[src/rtl/sbus_pkg.sv]
// Package: register map, command bits and status bit positions shared by
// the serial bus node and its helpers. Assumes an 8-bit or wider data path.
package sbus_pkg;

    typedef enum logic [1:0] {
        REG_DATA = 2'd0,
        REG_CTRL = 2'd1,
        REG_NODE = 2'd2,
        REG_CMD  = 2'd3
    } sbus_reg_e;

    // control register bit positions
    localparam int CTL_EN     = 0;
    localparam int CTL_WAKE   = 1;
    localparam int CTL_MASTER = 2;

    // command register bit positions (write-only strobes)
    localparam int CMD_BUSY_SET = 0;
    localparam int CMD_BUSY_REL = 1;
    localparam int CMD_IRQ_CLR  = 2;
    localparam int CMD_REL_CLR  = 3;

    // status register bit positions
    localparam int ST_EN     = 0;
    localparam int ST_WAKE   = 1;
    localparam int ST_MASTER = 2;
    localparam int ST_ACTIVE = 3;
    localparam int ST_BUSY   = 4;
    localparam int ST_REL    = 5;
    localparam int ST_HIT    = 6;
    localparam int ST_IRQ    = 7;

endpackage

[src/rtl/sbus_clkgen.sv]
// Module: internal serial clock generator for master mode.
// Produces a clock that idles high and toggles every HALF_PERIOD system
// clocks while run is high. Assumes run drops right after the final rising
// edge, so the clock is left high.
module sbus_clkgen #(
    parameter int HALF_PERIOD = 4
) (
    input  logic clk,
    input  logic rst_n,
    input  logic run,
    output logic sck_o
);
    localparam int CW = (HALF_PERIOD > 1) ? $clog2(HALF_PERIOD) : 1;
    localparam logic [CW-1:0] LAST = CW'(HALF_PERIOD - 1);

    logic [CW-1:0] cnt;

    // Divide the system clock into serial clock half periods.
    always_ff @(posedge clk) begin
        if (!rst_n) begin
            cnt   <= '0;
            sck_o <= 1'b1;
        end else if (!run) begin
            cnt   <= '0;
            sck_o <= 1'b1;
        end else if (cnt == LAST) begin
            cnt   <= '0;
            sck_o <= ~sck_o;
        end else begin
            cnt <= cnt + 1'b1;
        end
    end
endmodule

[src/rtl/sbus_shift.sv]
// Module: shift register and bit sequencer.
// Holds the byte, presents the MSB on out_bit at falling clock edges,
// shifts the sampled wire in at rising edges and flags done on the last one.
// Assumes rise/fall are single-cycle pulses. keep is decided by the parent
// from rx_byte in the same cycle as done; when low, FFh is stored.
module sbus_shift #(
    parameter int DW = 8
) (
    input  logic          clk,
    input  logic          rst_n,
    input  logic          ld,
    input  logic [DW-1:0] ld_data,
    input  logic          go,
    input  logic          abort,
    input  logic          rise,
    input  logic          fall,
    input  logic          sda_bit,
    input  logic          keep,
    output logic [DW-1:0] sr,
    output logic [DW-1:0] rx_byte,
    output logic          out_bit,
    output logic          active,
    output logic          done
);
    localparam int NW = $clog2(DW + 1);
    localparam logic [NW-1:0] LAST_BIT = NW'(DW - 1);

    logic [NW-1:0] bit_cnt;

    assign rx_byte = {sr[DW-2:0], sda_bit};
    assign done    = active && rise && (bit_cnt == LAST_BIT);

    // Load, launch, shift and finish the byte.
    always_ff @(posedge clk) begin
        if (!rst_n) begin
            sr      <= '0;
            out_bit <= 1'b1;
            active  <= 1'b0;
            bit_cnt <= '0;
        end else if (abort && active) begin
            active  <= 1'b0;
            out_bit <= 1'b1;
            bit_cnt <= '0;
        end else if (ld && !active) begin
            sr <= ld_data;
        end else if (go && !active) begin
            active  <= 1'b1;
            bit_cnt <= '0;
            out_bit <= sr[DW-1];
        end else if (active) begin
            if (fall) begin
                out_bit <= sr[DW-1];
            end
            if (rise) begin
                if (bit_cnt == LAST_BIT) begin
                    active  <= 1'b0;
                    out_bit <= 1'b1;
                    bit_cnt <= '0;
                    sr      <= keep ? rx_byte : '1;
                end else begin
                    bit_cnt <= bit_cnt + 1'b1;
                    sr      <= rx_byte;
                end
            end
        end
    end
endmodule

[src/rtl/sbus_busctl.sv]
// Module: bus-release detector and busy-hold control.
// Release: data wire rises while the clock wire is high and the node is
// idle. Busy: raised by command and lowered at the first falling clock edge
// after a release request. Assumes all inputs are synchronous to clk.
module sbus_busctl (
    input  logic clk,
    input  logic rst_n,
    input  logic sda_now,
    input  logic sck_now,
    input  logic fall,
    input  logic active,
    input  logic busy_set,
    input  logic busy_rel,
    input  logic rel_clr,
    input  logic byte_done,
    output logic busy,
    output logic rel_flag
);
    logic sda_d;
    logic rel_req;
    logic rel_seen;

    assign rel_seen = sda_now && !sda_d && sck_now && !active;

    // Remember the previous data wire level for edge detection.
    always_ff @(posedge clk) begin
        if (!rst_n) sda_d <= 1'b1;
        else        sda_d <= sda_now;
    end

    // Track the release flag from detection until the next byte or a clear.
    always_ff @(posedge clk) begin
        if (!rst_n)                     rel_flag <= 1'b0;
        else if (rel_seen)              rel_flag <= 1'b1;
        else if (byte_done || rel_clr)  rel_flag <= 1'b0;
    end

    // Raise busy on command; drop it at the falling edge after a request.
    always_ff @(posedge clk) begin
        if (!rst_n) begin
            busy    <= 1'b0;
            rel_req <= 1'b0;
        end else if (busy_set) begin
            busy    <= 1'b1;
            rel_req <= 1'b0;
        end else if (busy_rel && busy) begin
            rel_req <= 1'b1;
        end else if (rel_req && fall) begin
            busy    <= 1'b0;
            rel_req <= 1'b0;
        end
    end
endmodule

[src/rtl/sbus_node.sv]
// Module: top of the two-wire serial bus shift node.
// Register port, transfer start gating, clock selection, address match and
// interrupt flag. Assumes sck_in/sda_in are the resolved wire levels; they
// are registered once before use. Status needs DW >= 8.
module sbus_node
    import sbus_pkg::*;
#(
    parameter int DW          = 8,
    parameter int HALF_PERIOD = 4
) (
    input  logic          clk,
    input  logic          rst_n,
    input  logic          cpu_we,
    input  logic [1:0]    cpu_addr,
    input  logic [DW-1:0] cpu_wdata,
    output logic [DW-1:0] cpu_rdata,
    input  logic          sck_in,
    output logic          sck_pull,
    input  logic          sda_in,
    output logic          sda_pull,
    output logic          busy_hold,
    output logic          irq
);
    logic          en_q, wake_q, master_q;
    logic [DW-1:0] node_q;
    logic          irq_q, hit_q;
    logic          pend, pend_hold;
    logic          sck_s, sda_s, sck_d;
    logic          sck_int, sck_now, sck_rise, sck_fall;
    logic          wr_data, wr_ctrl, wr_node, wr_cmd;
    logic          go, idle, keep, hit;
    logic          active, done, out_bit, rel_flag;
    logic [DW-1:0] sr, rx_byte;
    logic [DW-1:0] status;

    assign wr_data = cpu_we && (cpu_addr == REG_DATA);
    assign wr_ctrl = cpu_we && (cpu_addr == REG_CTRL);
    assign wr_node = cpu_we && (cpu_addr == REG_NODE);
    assign wr_cmd  = cpu_we && (cpu_addr == REG_CMD);

    // Register the wire levels once before they are used.
    always_ff @(posedge clk) begin
        if (!rst_n) begin
            sck_s <= 1'b1;
            sda_s <= 1'b1;
        end else begin
            sck_s <= sck_in;
            sda_s <= sda_in;
        end
    end

    assign sck_now = master_q ? sck_int : sck_s;

    // Keep the previous effective clock level for edge detection.
    always_ff @(posedge clk) begin
        if (!rst_n) sck_d <= 1'b1;
        else        sck_d <= sck_now;
    end

    assign sck_rise = !sck_d && sck_now;
    assign sck_fall = sck_d && !sck_now;

    // Software-visible configuration registers.
    always_ff @(posedge clk) begin
        if (!rst_n) begin
            en_q     <= 1'b0;
            wake_q   <= 1'b0;
            master_q <= 1'b0;
            node_q   <= '0;
        end else begin
            if (wr_ctrl) begin
                en_q     <= cpu_wdata[CTL_EN];
                wake_q   <= cpu_wdata[CTL_WAKE];
                master_q <= cpu_wdata[CTL_MASTER];
            end
            if (wr_node) node_q <= cpu_wdata;
        end
    end

    // Arm a transfer on a data write while enabled; drop it when disabled.
    always_ff @(posedge clk) begin
        if (!rst_n) begin
            pend      <= 1'b0;
            pend_hold <= 1'b0;
        end else if (!en_q) begin
            pend      <= 1'b0;
            pend_hold <= 1'b0;
        end else if (wr_data && !active) begin
            pend      <= 1'b1;
            pend_hold <= busy_hold;
        end else if (go) begin
            pend      <= 1'b0;
            pend_hold <= 1'b0;
        end
    end

    assign idle = master_q ? 1'b1 : sck_s;
    assign go   = pend && en_q && !active && idle && !busy_hold
                  && (!pend_hold || sda_s);

    assign hit  = wake_q && rel_flag && (rx_byte == node_q);
    assign keep = !wake_q || hit;

    // Interrupt and match flags: set at completion, cleared by command.
    always_ff @(posedge clk) begin
        if (!rst_n) begin
            irq_q <= 1'b0;
            hit_q <= 1'b0;
        end else if (done && keep) begin
            irq_q <= 1'b1;
            hit_q <= hit;
        end else if (wr_cmd && cpu_wdata[CMD_IRQ_CLR]) begin
            irq_q <= 1'b0;
            hit_q <= 1'b0;
        end
    end

    sbus_clkgen #(
        .HALF_PERIOD(HALF_PERIOD)
    ) u_clkgen (
        .clk   (clk),
        .rst_n (rst_n),
        .run   (active && master_q),
        .sck_o (sck_int)
    );

    sbus_shift #(
        .DW(DW)
    ) u_shift (
        .clk     (clk),
        .rst_n   (rst_n),
        .ld      (wr_data),
        .ld_data (cpu_wdata),
        .go      (go),
        .abort   (!en_q),
        .rise    (sck_rise),
        .fall    (sck_fall),
        .sda_bit (sda_s),
        .keep    (keep),
        .sr      (sr),
        .rx_byte (rx_byte),
        .out_bit (out_bit),
        .active  (active),
        .done    (done)
    );

    sbus_busctl u_busctl (
        .clk       (clk),
        .rst_n     (rst_n),
        .sda_now   (sda_s),
        .sck_now   (sck_now),
        .fall      (sck_fall),
        .active    (active),
        .busy_set  (wr_cmd && cpu_wdata[CMD_BUSY_SET]),
        .busy_rel  (wr_cmd && cpu_wdata[CMD_BUSY_REL]),
        .rel_clr   (wr_cmd && cpu_wdata[CMD_REL_CLR]),
        .byte_done (done),
        .busy      (busy_hold),
        .rel_flag  (rel_flag)
    );

    // Assemble the status word.
    always_comb begin
        status            = '0;
        status[ST_EN]     = en_q;
        status[ST_WAKE]   = wake_q;
        status[ST_MASTER] = master_q;
        status[ST_ACTIVE] = active;
        status[ST_BUSY]   = busy_hold;
        status[ST_REL]    = rel_flag;
        status[ST_HIT]    = hit_q;
        status[ST_IRQ]    = irq_q;
    end

    // Read multiplexer for the register port.
    always_comb begin
        case (cpu_addr)
            REG_DATA: cpu_rdata = sr;
            REG_CTRL: cpu_rdata = status;
            REG_NODE: cpu_rdata = node_q;
            default:  cpu_rdata = '0;
        endcase
    end

    assign sda_pull = en_q && !wake_q && !out_bit;
    assign sck_pull = master_q && !sck_int;
    assign irq      = irq_q;
endmodule

[config.mk]
export PLATFORM = sky130hd
export DESIGN_NAME = sbus_node
export DESIGN_NICKNAME = d
export VERILOG_FILES = /design/src/rtl/sbus_pkg.sv /design/src/rtl/sbus_clkgen.sv /design/src/rtl/sbus_shift.sv /design/src/rtl/sbus_busctl.sv /design/src/rtl/sbus_node.sv
export SDC_FILE = /design/constraint.sdc
export NUM_CORES = 1
export LEC_CHECK = 0
export BUFFER_PORTS_ARGS = -buffer_cell sky130_fd_sc_hd__buf_2
export CORE_UTILIZATION = 59
export CTS_BUF_LIST = sky130_fd_sc_hd__clkbuf_8
export DETAILED_ROUTE_END_ITERATION = 8
export PLACE_DENSITY = 0.82
export SYNTH_ARGS = -nofsm -noshare
export SYNTH_HDL_FRONTEND = slang
export SYNTH_SLANG_ARGS = --single-unit
[constraint.sdc]
create_clock -name clk -period 2.1 [get_ports clk]
set_input_delay 0.105 -clock clk [delete_from_list [all_inputs] [get_ports clk]]
set_output_delay 0.105 -clock clk [all_outputs]
set_load 0.03 [all_outputs]
## Yosys cells after proc, flatten, opt, wreduce, memory -nomap -nowiden

Index checks and enable logic that the tools add are counted.

- Add/subtract/negate cells: 2
- Equality and inequality tests: 8
- Mux-type cells: 34
- Bitwise operators: 5
- Reduce and logical (&&, ||, !) cells: 64

Operator list:

| kind | number |
|---|---|
| 2-to-1 mux 8 bit | 6 |
| logical AND 1 bit | 32 |
| one-hot mux 8 bit (3 select lines) | 1 |
| 2-to-1 mux 1 bit | 23 |
| nonzero test 2 bit | 9 |
| 2-to-1 mux 4 bit | 4 |
| logical NOT 1 bit | 10 |
| equality test 8 bit | 1 |
| AND reduction 2 bit | 4 |
| equality test 2 bit, second input constant | 3 |
| NOT 1 bit | 5 |
| adder 4 x 1 -> 4 bit, second input constant | 1 |
| equality test 4 x 3 -> 1 bit, second input constant | 1 |
| AND reduction 4 bit | 1 |
| OR reduction 2 bit | 2 |
| logical OR 1 bit | 3 |
| AND reduction 3 bit | 1 |
| OR reduction 3 bit | 1 |
| adder 2 x 1 -> 2 bit, second input constant | 1 |
| equality test 2 x 1 -> 1 bit, second input constant | 1 |
| logical NOT 2 bit | 1 |
| != test 2 x 1 -> 1 bit, second input constant | 1 |
| != test 2 bit, second input constant | 1 |

- Register bits: 39
- Input bits: 15
- Output and inout bits: 12
- Word-level logic and storage cells: 134

## Logic depth before layout (Yosys ltp)

- Depth after elaboration: 9
- Depth in mapped cells: 7
- Mapped depth without buffers: 6

## Modules after synthesis

From an unflattened synthesis, not the netlist that was laid out.

- Cells, all modules: 245
- Area total of the unflattened synthesis: 2,149.6 µm²

By module, submodules not included:

| module | times used | cells each | area an instance (µm²) | seq. area each (µm²) |
|---|---|---|---|---|
| sbus_node | 1 | 125 | 1,059.8 | 360.3 |
| sbus_shift | 1 | 96 | 833.3 | 280.3 |
| sbus_busctl | 1 | 15 | 153.9 | 80.1 |
| sbus_clkgen | 1 | 9 | 102.6 | 60.1 |

## Worst setup path after synthesis

Ideal clock, no wire load.

- Path type: register to register
- From: reg u_shift.active
- To: reg u_shift.sr[5]
- Library setup time: 120 ps
- Data arrival time: 1,414 ps
- Data required time: 1,980 ps
- Path slack: 566 ps
- Cell stages (with the launch flop): 7
- Buffers on the path: 2
- Clock period less this slack: 1,534 ps
- Path through: dfxtp_1 > buf_2 > or4b_1 > clkbuf_1 > o21ai_0 > a21oi_2 > o31a_1

- Cells in the longest elaborated chain, start to end: 8
- Elaborated cells between the ends (all ways): 14
- Those cells by class: 1 x eq/ne; 1 x mux; 1 x bitwise; 11 x reduce/logical

Ends and longest elaborated chain:

| item | RTL line | text |
|---|---|---|
| start: declaration | sbus_shift.sv:22 | `output logic active,` |
| start signal: assignment | sbus_shift.sv:38 | `active <= 1'b0;` |
| start signal: assignment | sbus_shift.sv:41 | `active <= 1'b0;` |
| start signal: assignment | sbus_shift.sv:47 | `active <= 1'b1;` |
| logical NOT 1 bit | sbus_shift.sv:44, sbus_shift.sv:46, sbus_node.sv:98 |  |
| logical AND 1 bit (3 in series) | sbus_node.sv:98 | `assign go = pend && en_q && !active && idle && !busy_hold` |
| logical AND 1 bit | sbus_node.sv:99 | `&& (!pend_hold \|\| sda_s);` |
| logical AND 1 bit | sbus_shift.sv:46 | `end else if (go && !active) begin` |
| != test 2 bit (no line) | - |  |
| AND reduction 4 bit (no line) | - |  |
| end signal: assignment | sbus_shift.sv:45 | `sr <= ld_data;` |
| end signal: assignment | sbus_shift.sv:59 | `sr <= keep ? rx_byte : '1;` |
| end signal: assignment | sbus_shift.sv:62 | `sr <= rx_byte;` |
| end: declaration | sbus_shift.sv:19 | `output logic [DW-1:0] sr,` |

Parallel ways exist; a longest one is shown, timed or not.
A chain may end at the register's enable or synchronous reset.

## Worst setup path after layout

- From: reg u_shift.active
- To: reg u_shift.bit_cnt[0]

- Cells in the longest elaborated chain, start to end: 8
- Elaborated cells between the ends (all ways): 14
- Those cells by class: 1 x mux; 1 x bitwise; 12 x reduce/logical

Ends and longest elaborated chain:

| item | RTL line | text |
|---|---|---|
| logical NOT 1 bit | sbus_shift.sv:44, sbus_shift.sv:46, sbus_node.sv:98 |  |
| logical AND 1 bit (3 in series) | sbus_node.sv:98 |  |
| logical AND 1 bit | sbus_node.sv:99 |  |
| logical AND 1 bit | sbus_shift.sv:46 |  |
| nonzero test 2 bit (no line) | - |  |
| AND reduction 3 bit (no line) | - |  |
| end signal: assignment | sbus_shift.sv:61 | `bit_cnt <= bit_cnt + 1'b1;` |
| end: declaration | sbus_shift.sv:28 | `logic [NW-1:0] bit_cnt;` |

Parallel ways exist; a longest one is shown, timed or not.

==> flow_summary.toml <==
[outcome]
status = "complete, no violations"

[setup_path]
worstReg2RegStart = "u_shift.active$_SDFFE_PP0N_"
reg2reg_depth = 5
r2r_setup_slack_ns = 0.40
critical_path_required_ns = 2.26
cp-end-kind = "register"
start_kind = "register"
crit_type = "reg -> reg"
cp.arrival_ns = 1.86
critPathSlowestCell = "nor4_2"
path_common_cell = "nor2_1"
crit-reg2reg-capture = "u_shift.bit_cnt[0]$_SDFFE_PP0P_"
cp_max_fo = 10
slowest_delay_ns = 0.58
crit_path_cell_trace = "nor4b_2, nor4_2, nor2_1, a22oi_1, nor2_1"

[layout]
drive_above_1_share_pct = 17.2
num_antenna_cells = 0
layout.nets = 272
synthToLayoutAreaGrowth_pct = 12.7
final-instance-count-excl-fill = 300

[global_routing]
grt_pass1_wl_um = 7560
grt_usage_pct = 29.5
grt_max_degree = 18
grt_pass1_vias = 1615
grt.overflow.total = 0
antenna_found_initial = 0

[logic_synthesis]
syn-num-nets = 246
synth_flop_cell = "dfxtp_1"
synthTopCellsByArea = "dfxtp_1, nand2_1, mux2i_1, o21ai_0, xnor2_1"
synth.distinct_cells = 44
synthArstFlopShare_pct = 0
yosys_warnings = 0
ys_top_cells_by_count = "dfxtp_1, nand2_1, nor2_1"
synth-seq-cells = 39
syn_inst = 229
synth_edf_count = 0
synth.largest_area_cell = "dfxtp_1"
yosys.cell_count.top_type = "dfxtp_1"
yosysSeqAreaShare_pct = 39.8
syn-cell-area_mm2 = 0.00196
synth_top_cell_area_share_pct = 39.8
synth_area_per_cell_um2 = 8.56

[floorplanning]
rows = 20
core-area_mm2 = 0.00310
fp.dieH_um = 59.6
die_w_um = 59.6
start_util_pct = 63.2
die_area_mm2 = 0.00356
ios = 27

[clocking]
cts_tree = "done"
htree_levels = 2
cts_buffers = 5
clock-sinks = 39
cts.repair.resized = 0
cts_hold_buf = 0
clockBufferDepth = 2
post-cts-setup-buffers = 0
clk_pin_slew_worst_paths_ns = 0.07
clockRootBuffer = "clkbuf_8"
clock_latency_ns = 0.30

[sta]
layout_setup_ws_ns = 0.399
max_slew.worst_pin.slew_ns = 0.605
hold_viol_final = 0
relSlewSlack_pct = 59.2
fin_crit_sh_pct = 81.0
rsz0062_at_grt = "no"
finalSetupViolCount = 0
period_minus_slack_ns = 1.70
fmax_mhz = 588
clock-skew-final_ns = 0.00576
drv_slew = 0
setup_tns_ns = 0

[place]
dp_slack_ns = 0.399
io_buffers = 26
hpwl_um = 3390
dpl.cell_count = 292
place.gp.congestion = 0.925

[power]
power_density_mw_per_mm2 = 640
p_sw_share_pct = 25.9
p_total_mw = 1.41
pwr-share-clk_pct = 33.5
p_switching_mw = 0.367
comb_power_share_pct = 11.0
p_int_mw = 1.05
ir_drop_v = 0.000542
seq_power_share_pct = 55.4
power_leakage_nw = 0.859

[drt]
vias = 1782
wl_per_cell_um = 15.4
dr.pass1.iters = 4
ant_nets = 0
drc_errors = 0
wirelength_um = 4610
via_per_inst = 5.94
detail_route.iter0.violations = 83

[min_path]
whs_path_depth = 2
min_path_type = "in -> reg"
hold_end = "sda_s$_SDFF_PN1_"
min_from = "sda_in"

[job]
drv_cap = 0
-- power by group through the flow --
stage	Combinational [mW]	Clock (mW)	Sequential, mW
3_3_place_gp	0.152	0	0.800
6_report	0.156	0.474	0.784
3_5_place_dp	0.155	0	0.800
2_1_floorplan	0.105	0	0.795
5_1_grt	0.171	0.516	0.786
4_1_cts	0.156	0.482	0.784
-- flip-flops by register name, summed over array words and instances (netlist names), 2 cells and up --
name             flops
node_q               8
u_shift.bit_cnt      4
u_shift.sr           8
u_clkgen.cnt         2
-- layer usage --
layer	share of wire [%]	vias to the layer above	GRT usage (%)
met5	0	-	0
met4	2.3	0	14.6
met3	4.9	11	7.86
met2	48	51	44.8
met1	45	854	38.7
li1	-	866	-
-- worst max path at each step --
stage                                 from                               to  slack [ns]  cells after the start
2_1_floorplan  u_shift.active$_SDFFE_PP0N_       u_shift.sr[5]$_SDFFE_PN0P_        0.57                      6
3_3_place_gp   u_shift.active$_SDFFE_PP0N_  u_shift.bit_cnt[0]$_SDFFE_PP0P_        0.43                      5
3_5_place_dp   u_shift.active$_SDFFE_PP0N_  u_shift.bit_cnt[0]$_SDFFE_PP0P_        0.40                      5
4_1_cts        u_shift.active$_SDFFE_PP0N_  u_shift.bit_cnt[0]$_SDFFE_PP0P_        0.39                      5
5_1_grt        u_shift.active$_SDFFE_PP0N_  u_shift.bit_cnt[0]$_SDFFE_PP0P_        0.21                      5
6_report       u_shift.active$_SDFFE_PP0N_  u_shift.bit_cnt[0]$_SDFFE_PP0P_        0.40                      5
-- critical path, delay by kind of cell, from the launching register on --
kind	cells	cell delay, ns
and+or+nand+nor	4	0.85
DFF	1	0.51
AOI/OAI and AO/OA	1	0.20
-- kinds of logic after synthesis --
family | after synthesis | share of synthesized area [%]
adder cells (fa/ha/maj) | 2 | 1.28
XOR/XNOR | 10 | 4.47
flip-flops | 39 | 39.8
multiplexers | 12 | 6.32
buffers and inverters | 13 | 3.00
AO/OA/AOI/OAI | 58 | 19.5
AND/OR/NAND/NOR | 95 | 25.7
-- cell type report --
| type | count | area [um2] |
|---|---|---|
| clock buffer | 5 | 68.8 |
| multi-input combinational | 177 | 1120 |
| fill | 282 | 893 |
| tap | 44 | 55.1 |
| clock inverter | 3 | 12.5 |
| inverter | 1 | 3.75 |
| timing repair buffer | 31 | 168 |
| sequential | 39 | 781 |
-- layout by cell type (no fill, tap or decap), types with 2 or more instances in the layout --
cell / n
nand2b_1: 5
buf_4: 5
buf_2: 26
nor2b_1: 7
nand3_1: 12
a22oi_1: 2
nor3b_1: 3
and3_1: 2
nand2_1: 30
ha_1: 2
inv_1: 3
a21boi_0: 10
a2bb2oi_1: 2
mux2i_1: 11
a21oi_2: 2
clkbuf_8: 5
nor2_1: 19
o21ai_0: 18
dfxtp_1: 39
o31a_1: 8
xnor2_1: 9
a21oi_1: 9
nor3_1: 5
-- metrics by stage --
stage	hold WS [ns]	cell area, um2	util (%)
finish	0.00268	2210	71.2
global route	0.00605	2210	71.2
CTS	0.00101	2210	71.2
detailed placement	0.311	2130	68.6
global placement	0.285	2130	68.6
floorplan	0.206	1960	-
Note: power is estimated with default switching activity, not from simulation.
